<file path="config.mk">
export PLATFORM = sky130hd
export DESIGN_NAME = cmp_tree_mul
export DESIGN_NICKNAME = d
export VERILOG_FILES = /design/src/rtl/cmp_tree_mul.sv
export SDC_FILE = /design/constraint.sdc
export NUM_CORES = 1
export LEC_CHECK = 0
export BUFFER_PORTS_ARGS = -buffer_cell sky130_fd_sc_hd__buf_2
export CORE_UTILIZATION = 50
export DETAILED_ROUTE_END_ITERATION = 6
export PLACE_DENSITY = 0.84
export SYNTH_ARGS = -nofsm -noshare
export SYNTH_HDL_FRONTEND = slang
export SYNTH_SLANG_ARGS = --single-unit
</file>
<file path="constraint.sdc">
create_clock -name clk -period 0.8 [get_ports clk]
set_input_delay 0.12 -clock clk [delete_from_list [all_inputs] [get_ports clk]]
set_output_delay 0.12 -clock clk [all_outputs]
set_load 0.01 [all_outputs]
</file>
<file path="src/rtl/cmp_tree_mul.sv">
module cmp_tree_mul #(
  parameter int W       = 8,
  parameter bit REG_OUT = 1'b1
) (
  input  logic           clk,
  input  logic           rst_n,
  input  logic [W-1:0]   a,
  input  logic [W-1:0]   b,
  output logic [2*W-1:0] prod
);
  localparam int PW  = 2 * W;
  localparam int LVL = $clog2(PW);

  logic [PW-1:0] row [8];
  logic [PW-1:0] jin [3][4];
  logic [PW-1:0] sm  [3];
  logic [PW-1:0] cyr [3];
  logic [PW-1:0] cor [3];
  logic [PW-1:0] cy  [3];

  for (genvar i = 0; i < 8; i++) begin : g_pp
    assign row[i] = PW'(a & {W{b[i]}}) << i;
  end

  for (genvar n = 0; n < 4; n++) begin : g_conn
    assign jin[0][n] = row[n];
    assign jin[1][n] = row[4+n];
  end
  assign jin[2][0] = sm[0];
  assign jin[2][1] = cy[0];
  assign jin[2][2] = sm[1];
  assign jin[2][3] = cy[1];

  for (genvar k = 0; k < 3; k++) begin : g_lvl
    assign cy[k] = {cyr[k][PW-2:0], 1'b0};
    for (genvar c = 0; c < PW; c++) begin : g_col
      logic j1, j2, j3, j4, ci, x1, x2, x;
      assign j1 = jin[k][0][c];
      assign j2 = jin[k][1][c];
      assign j3 = jin[k][2][c];
      assign j4 = jin[k][3][c];
      if (c == 0) begin : g_c0
        assign ci = 1'b0;
      end else begin : g_cn
        assign ci = cor[k][c-1];
      end
      assign x1 = j1 ^ j2;
      assign x2 = j3 ^ j4;
      assign x  = x1 ^ x2;
      assign cor[k][c] = x1 ? j3 : j1;
      assign sm[k][c]  = x ^ ci;
      assign cyr[k][c] = x ? ci : j4;

      a_r4_weight: assert property (@(posedge clk) disable iff (!rst_n)
        (3'(j1) + 3'(j2) + 3'(j3) + 3'(j4) + 3'(ci)) ==
        (3'(sm[k][c]) + 3'(2) * (3'(cyr[k][c]) + 3'(cor[k][c]))));
    end
  end

  logic [PW-1:0] g [LVL+1];
  logic [PW-1:0] p [LVL+1];
  logic [PW-1:0] ksum;

  assign g[0] = sm[2] & cy[2];
  assign p[0] = sm[2] ^ cy[2];

  for (genvar l = 0; l < LVL; l++) begin : g_pfx
    for (genvar i = 0; i < PW; i++) begin : g_bit
      if (i >= (1 << l)) begin : g_cell
        assign g[l+1][i] = g[l][i] | (p[l][i] & g[l][i-(1<<l)]);
        assign p[l+1][i] = p[l][i] & p[l][i-(1<<l)];
      end else begin : g_pass
        assign g[l+1][i] = g[l][i];
        assign p[l+1][i] = p[l][i];
      end
    end
  end

  assign ksum = p[0] ^ {g[LVL][PW-2:0], 1'b0};

  a_r5_two_rows: assert property (@(posedge clk) disable iff (!rst_n)
    PW'(sm[2] + cy[2]) == PW'(PW'(a) * PW'(b)));

  a_r6_prefix_add: assert property (@(posedge clk) disable iff (!rst_n)
    ksum == PW'(sm[2] + cy[2]));

  if (REG_OUT) begin : g_reg
    always_ff @(posedge clk or negedge rst_n) begin
      if (!rst_n) prod <= '0;
      else        prod <= ksum;
    end

    a_r1_product: assert property (@(posedge clk) disable iff (!rst_n)
      $past(rst_n) |=> prod == PW'($past(PW'(a) * PW'(b))));

    a_r2_cleared: assert property (@(posedge clk) disable iff (!rst_n)
      $rose(rst_n) |-> prod == '0);
  end else begin : g_comb
    assign prod = ksum;
  end
endmodule

</file>
-- After elaboration in Yosys (flattened, before gate mapping)
Cells that the tools add are included.
- bitwise gates (word level): 274
- muxes and demuxes: 59
- operator list (cell ; number):
    $xor A1 B1 Y1 ; 112
    $and A1 B1 Y1 ; 76
    $and A8 B8 Y8 ; 8
    $mux W1 ; 59
    $or A1 B1 Y1 ; 45
    $xor A16 B16 Y16 ; 2
    $xor A1 B1 Y1 const AB ; 16
    $and A15 B15 Y15 ; 1
    $xor A1 B1 Y1 const B ; 10
    $xor A1 B1 Y1 const A ; 4
- register bits after elaboration: 16
- word-level logic and storage cells: 334
- output and inout bits: 16
- bits of input ports: 18

-- Depth between registers and ports, before layout
- word-level depth: 16
- depth in mapped cells: 18
- mapped depth without buffers: 17

-- Worst setup path after synthesis
OpenSTA, ideal clock, no wires.
- path kind: input-to-reg
- from: input b[6]
- to: register prod[15]
- data required time: 0.649 ns
- arrival: 3.379 ns
- path buffers: 2
- stages on the path: 18
- setup slack: -2.730 ns
- setup time: 0.151 ns
- path through: clkbuf_1 -> clkbuf_1 -> nand2_1 -> xor2_1 -> xnor2_1 -> ha_1 -> xnor2_1 -> xnor2_1 -> ha_1 -> inv_1 -> fa_1 -> nor2b_1 -> o21ai_0 -> a21boi_0 -> o21ai_0 -> a21oi_1 -> o21a_1 -> o311ai_0
- word-level cells in the longest chain between the ends: 16
- elaborated cells between the ends (all ways): 123
- classes of those cells: 35 x mux; 88 x bitwise
- ends and longest elaborated chain (what ; RTL line ; RTL):
    start: declaration ; 8 ; input logic [W-1:0] b,
    $and A8 B8 Y8 (*) ; 22 ; assign row[i] = PW'(a & {W{b[i]}}) << i;
    $xor A1 B1 Y1 ; 48 ; assign x2 = j3 ^ j4;
    $xor A1 B1 Y1 ; 49 ; assign x = x1 ^ x2;
    $xor A1 B1 Y1 / $mux W1 (equally long branches) ; 51, 52 ;
    $xor A1 B1 Y1 ; 48 ;
    $xor A1 B1 Y1 ; 49 ;
    $xor A1 B1 Y1 / $mux W1 (equally long branches) ; 51, 52 ;
    $xor A16 B16 Y16 / $and A15 B15 Y15 (equally long branches) ; 65, 64 ;
    $and A1 B1 Y1 ; 70 ; assign g[l+1][i] = g[l][i] | (p[l][i] & g[l][i-(1<<l)]);
    $or A1 B1 Y1 ; 70 ;
    $and A1 B1 Y1 ; 70 ;
    $or A1 B1 Y1 ; 70 ;
    $and A1 B1 Y1 ; 70 ;
    $or A1 B1 Y1 (2 in a row) ; 70 ;
    $xor A16 B16 Y16 (*) ; 79 ; assign ksum = p[0] ^ {g[LVL][PW-2:0], 1'b0};
    named net ksum[15] ; 62 ; logic [PW-1:0] ksum;
    end signal: assignment ; 90 ; else prod <= ksum;
    end: declaration ; 9 ; output logic [2*W-1:0] prod
Mark *: on every way through the listed nets, which the timed path passes. The rest lies on a longest branch.

-- Worst setup path after layout
- from: input b[1]
- to: register prod[15]
- word-level cells in the longest chain between the ends: 16
- elaborated cells between the ends (all ways): 118
- classes of those cells: 32 x mux; 86 x bitwise
- ends and longest elaborated chain (what ; RTL line ; RTL):
    $and A8 B8 Y8 (*) ; 22 ;
    $xor A1 B1 Y1 ; 47 ; assign x1 = j1 ^ j2;
    $xor A1 B1 Y1 / $mux W1 (equally long branches) ; 49, 50 ;
    $xor A1 B1 Y1 / $mux W1 (equally long branches) ; 51, 52 ;
    $xor A1 B1 Y1 ; 47 ;
    $xor A1 B1 Y1 / $mux W1 (equally long branches) ; 49, 50 ;
    $xor A1 B1 Y1 / $mux W1 (equally long branches) ; 51, 52 ;
    $xor A16 B16 Y16 / $and A15 B15 Y15 (equally long branches) ; 65, 64 ;
    $and A1 B1 Y1 ; 70 ;
    $or A1 B1 Y1 ; 70 ;
    $and A1 B1 Y1 ; 70 ;
    $or A1 B1 Y1 ; 70 ;
    $and A1 B1 Y1 / $or A1 B1 Y1 (equally long branches) ; 70 ;
    $or A1 B1 Y1 / $and A1 B1 Y1 (equally long branches) ; 70 ;
    $or A1 B1 Y1 (*) ; 70 ;
    $xor A16 B16 Y16 (*) ; 79 ;
    named net ksum[15] ; 62 ;
Marked as above.

==> impl_metrics.ini <==
[critical_path]
startpoint = b[1]
critPathMaxFanout = 8
cp-start-kind = input pin
worstSetupPathType = input pin to register
critPathRequiredTime_ns = 0.94
endpoint_kind = register
crit_arrival_ns = 3.35
setup.worst_path.end = prod[15]

[clock_network]
root_buffer = clkbuf_8
htree_levels = 1
cts_tree = done
cts_buffers = 3
cts_sinks = 16
clockBufferDepth = 2
clk_pin_slew_ns = 0.06

[drt]
via_per_inst = 6.09
totalWireLength_um = 10000
drt_iter0_markers = 197
num_vias = 3185
avgRoutedWirePerCell_um = 19.2
remaining_drc_errors = 0
ant_nets = 0
firstDrtPassIters = 5

[synth]
synth_seq_cells = 16
synth_xor_area_share_pct = 25.4
seq_area_frac_synth_pct = 15.1
syn_avg_cell_area_um2 = 7.98
ys.flop_type = dfrtp_1
synth-simple-area-share_pct = 18.3
synth-edff-count = 0
synthTopCellsByArea = dfrtp_1 15%, xnor2_1 14%, ha_1 9.9%, nand2_1 8.3%, xor2_1 6.9%
async_reset_ff_share_pct = 100
syn_nets = 373
yosysTopAreaCell = dfrtp_1
synth_top_area_share_pct = 15.1
synth_cells = 333
ys.warnings.count = 0
synthAdderAreaFrac_pct = 17.5
syn-cell-area_um2 = 2660
synthMuxAreaShare_pct = 1.27
synth_top_family_by_area = XOR/XNOR gates
synth_compound_area_share_pct = 17.1
ys_types = 44

[grt]
grtUsageTotal_pct = 31.9
grt.overflow.total = 0
grt_pass1_wl_um = 13500
first_global_vias = 3005
antenna_found_initial = 0
grt_max_degree = 17

[run_status]
violations = setup timing
status = complete, but fails checks

[floorplanning]
die_h_um = 74.9
die-area_um2 = 5610
start_util_pct = 52.1
rows = 26
io_pins = 34
die_x_um = 74.9
coreArea_um2 = 5110

[sta]
hold_viol = 0
setup_viol = 30
worst_slew_pin_slew_ns = 0.529
min_period_ns = 3.20
rsz0062_at_grt = yes
max_freq_ghz = 0.312
tns_ns = -24.58
fin_ws_ns = -2.40
maxSlewViolCount = 0
relSlewSlack_pct = 64.5
period_share_pct = 400
holdWs_ns = 0.281

[final_layout]
final_common_cell = buf_4
flow.area_growth_from_synthesis_pct = 57.1
antennaDiodeCount = 0
final_cell_area_um2 = 4180
drive_above_1_share_pct = 45.5
layout_common_cells = 94 x buf_4, 46 x nand2_1, 28 x xnor2_1
finalNetCount = 495
largest_reg_flops = 16
max_flop_register = prod
reg_top3 = prod: 16 flops

[power]
vdd_ir_drop_max_v = 0.00154
cellLeakagePower_nw = 1.97
cellPowerDensity_nw_per_um2 = 2220

[place]
place_congestion = 0.865
place_area_um2 = 3520
port_buffers = 33
place_hpwl_um = 5380

[min_path]
hp-class = input pin to register

[flow_run]
cap_violations = 0
-- power by group --
group | switching [W] | total, W | leakage, nW | internal (W)
logic | 0.00345 | 0.00746 | 1.76 | 0.00401
clock network | 0.000235 | 0.000567 | 0.0216 | 0.000333
registers | 0.0000742 | 0.00123 | 0.191 | 0.00116
total | 0.00376 | 0.00926 | 1.97 | 0.00550
-- metal layers --
metal / GRT usage (%) / wire length, µm / up-vias
li1: - / - / 1383
met1: 33.0 / 3420 / 1481
met2: 59.9 / 5050 / 243
met3: 3.21 / 804 / 78
met4: 22.4 / 753 / 0
met5: 0 / 0 / -
-- per-stage QoR --
stage | setup WS, ns | util (%) | instances | power [W]
3_3_place_gp | -2.45 | 69.0 | 499 | 0.00635
2_1_floorplan | -2.25 | - | 333 | 0.00469
6_report | -2.40 | 81.8 | 523 | 0.00926
4_1_cts | -2.29 | 79.2 | 521 | 0.00841
5_1_grt | -2.59 | 81.8 | 523 | 0.00984
3_5_place_dp | -2.72 | 69.0 | 499 | 0.00655
-- Yosys cell counts (all sizes together), types with 7 or more instances --
cell type,instances
a21oi,7
and2,15
buf,7
clkbuf,11
dfrtp,16
ha,21
inv,17
maj3,18
nand2,59
nor2,14
o211ai,7
o21ai,18
xnor2,42
xor2,21
-- how the worst min path moves through the flow --
stage / cells after the start / slack, ns / start / endpoint
floorplan: 0 / -0.18 / rst_n / prod[0]
global placement: 1 / 0.03 / rst_n / prod[14]
detailed placement: 1 / 0.04 / rst_n / prod[12]
CTS: 3 / 0.23 / b[0] / prod[0]
global route: 3 / 0.27 / b[0] / prod[0]
finish: 3 / 0.28 / b[0] / prod[0]
-- worst max-delay path, stage by stage --
cell	delay (ns)
buf_12	0.12
and2_4	0.14
xnor3_1	0.38
maj3_2	0.40
xnor2_4	0.18
xnor2_2	0.16
xnor2_2	0.27
xor2_1	0.23
ha_1	0.29
nor2b_4	0.14
o21ai_2	0.16
a21boi_2	0.09
o21ai_2	0.15
a21oi_2	0.10
o21a_1	0.21
o311ai_2	0.22
-- layout make-up --
cell class	count	area (µm²)
clock buffers	3	41.3
fillers	289	930
inverters	17	63.8
multi-input cells	282	2510
flip-flops and latches	16	400
well taps	70	87.6
repair buffers	135	1070
-- cells by family after synthesis --
logic type	Yosys count
compound gates	66
mux	3
buf+inv	35
xor+xnor	68
flops	16
fa+ha+maj	40
simple gates	105
-- timing repair --
action                                  in CTS  in global routing
hold endpoints to repair                    16                  0
resized for setup                           71                 21
endpoints found under the setup margin      30                 30
buffers inserted                            20                  4
pin swaps                                   41                 27
hold buffers                                 1                  0
(Power assumes the default switching activity.)
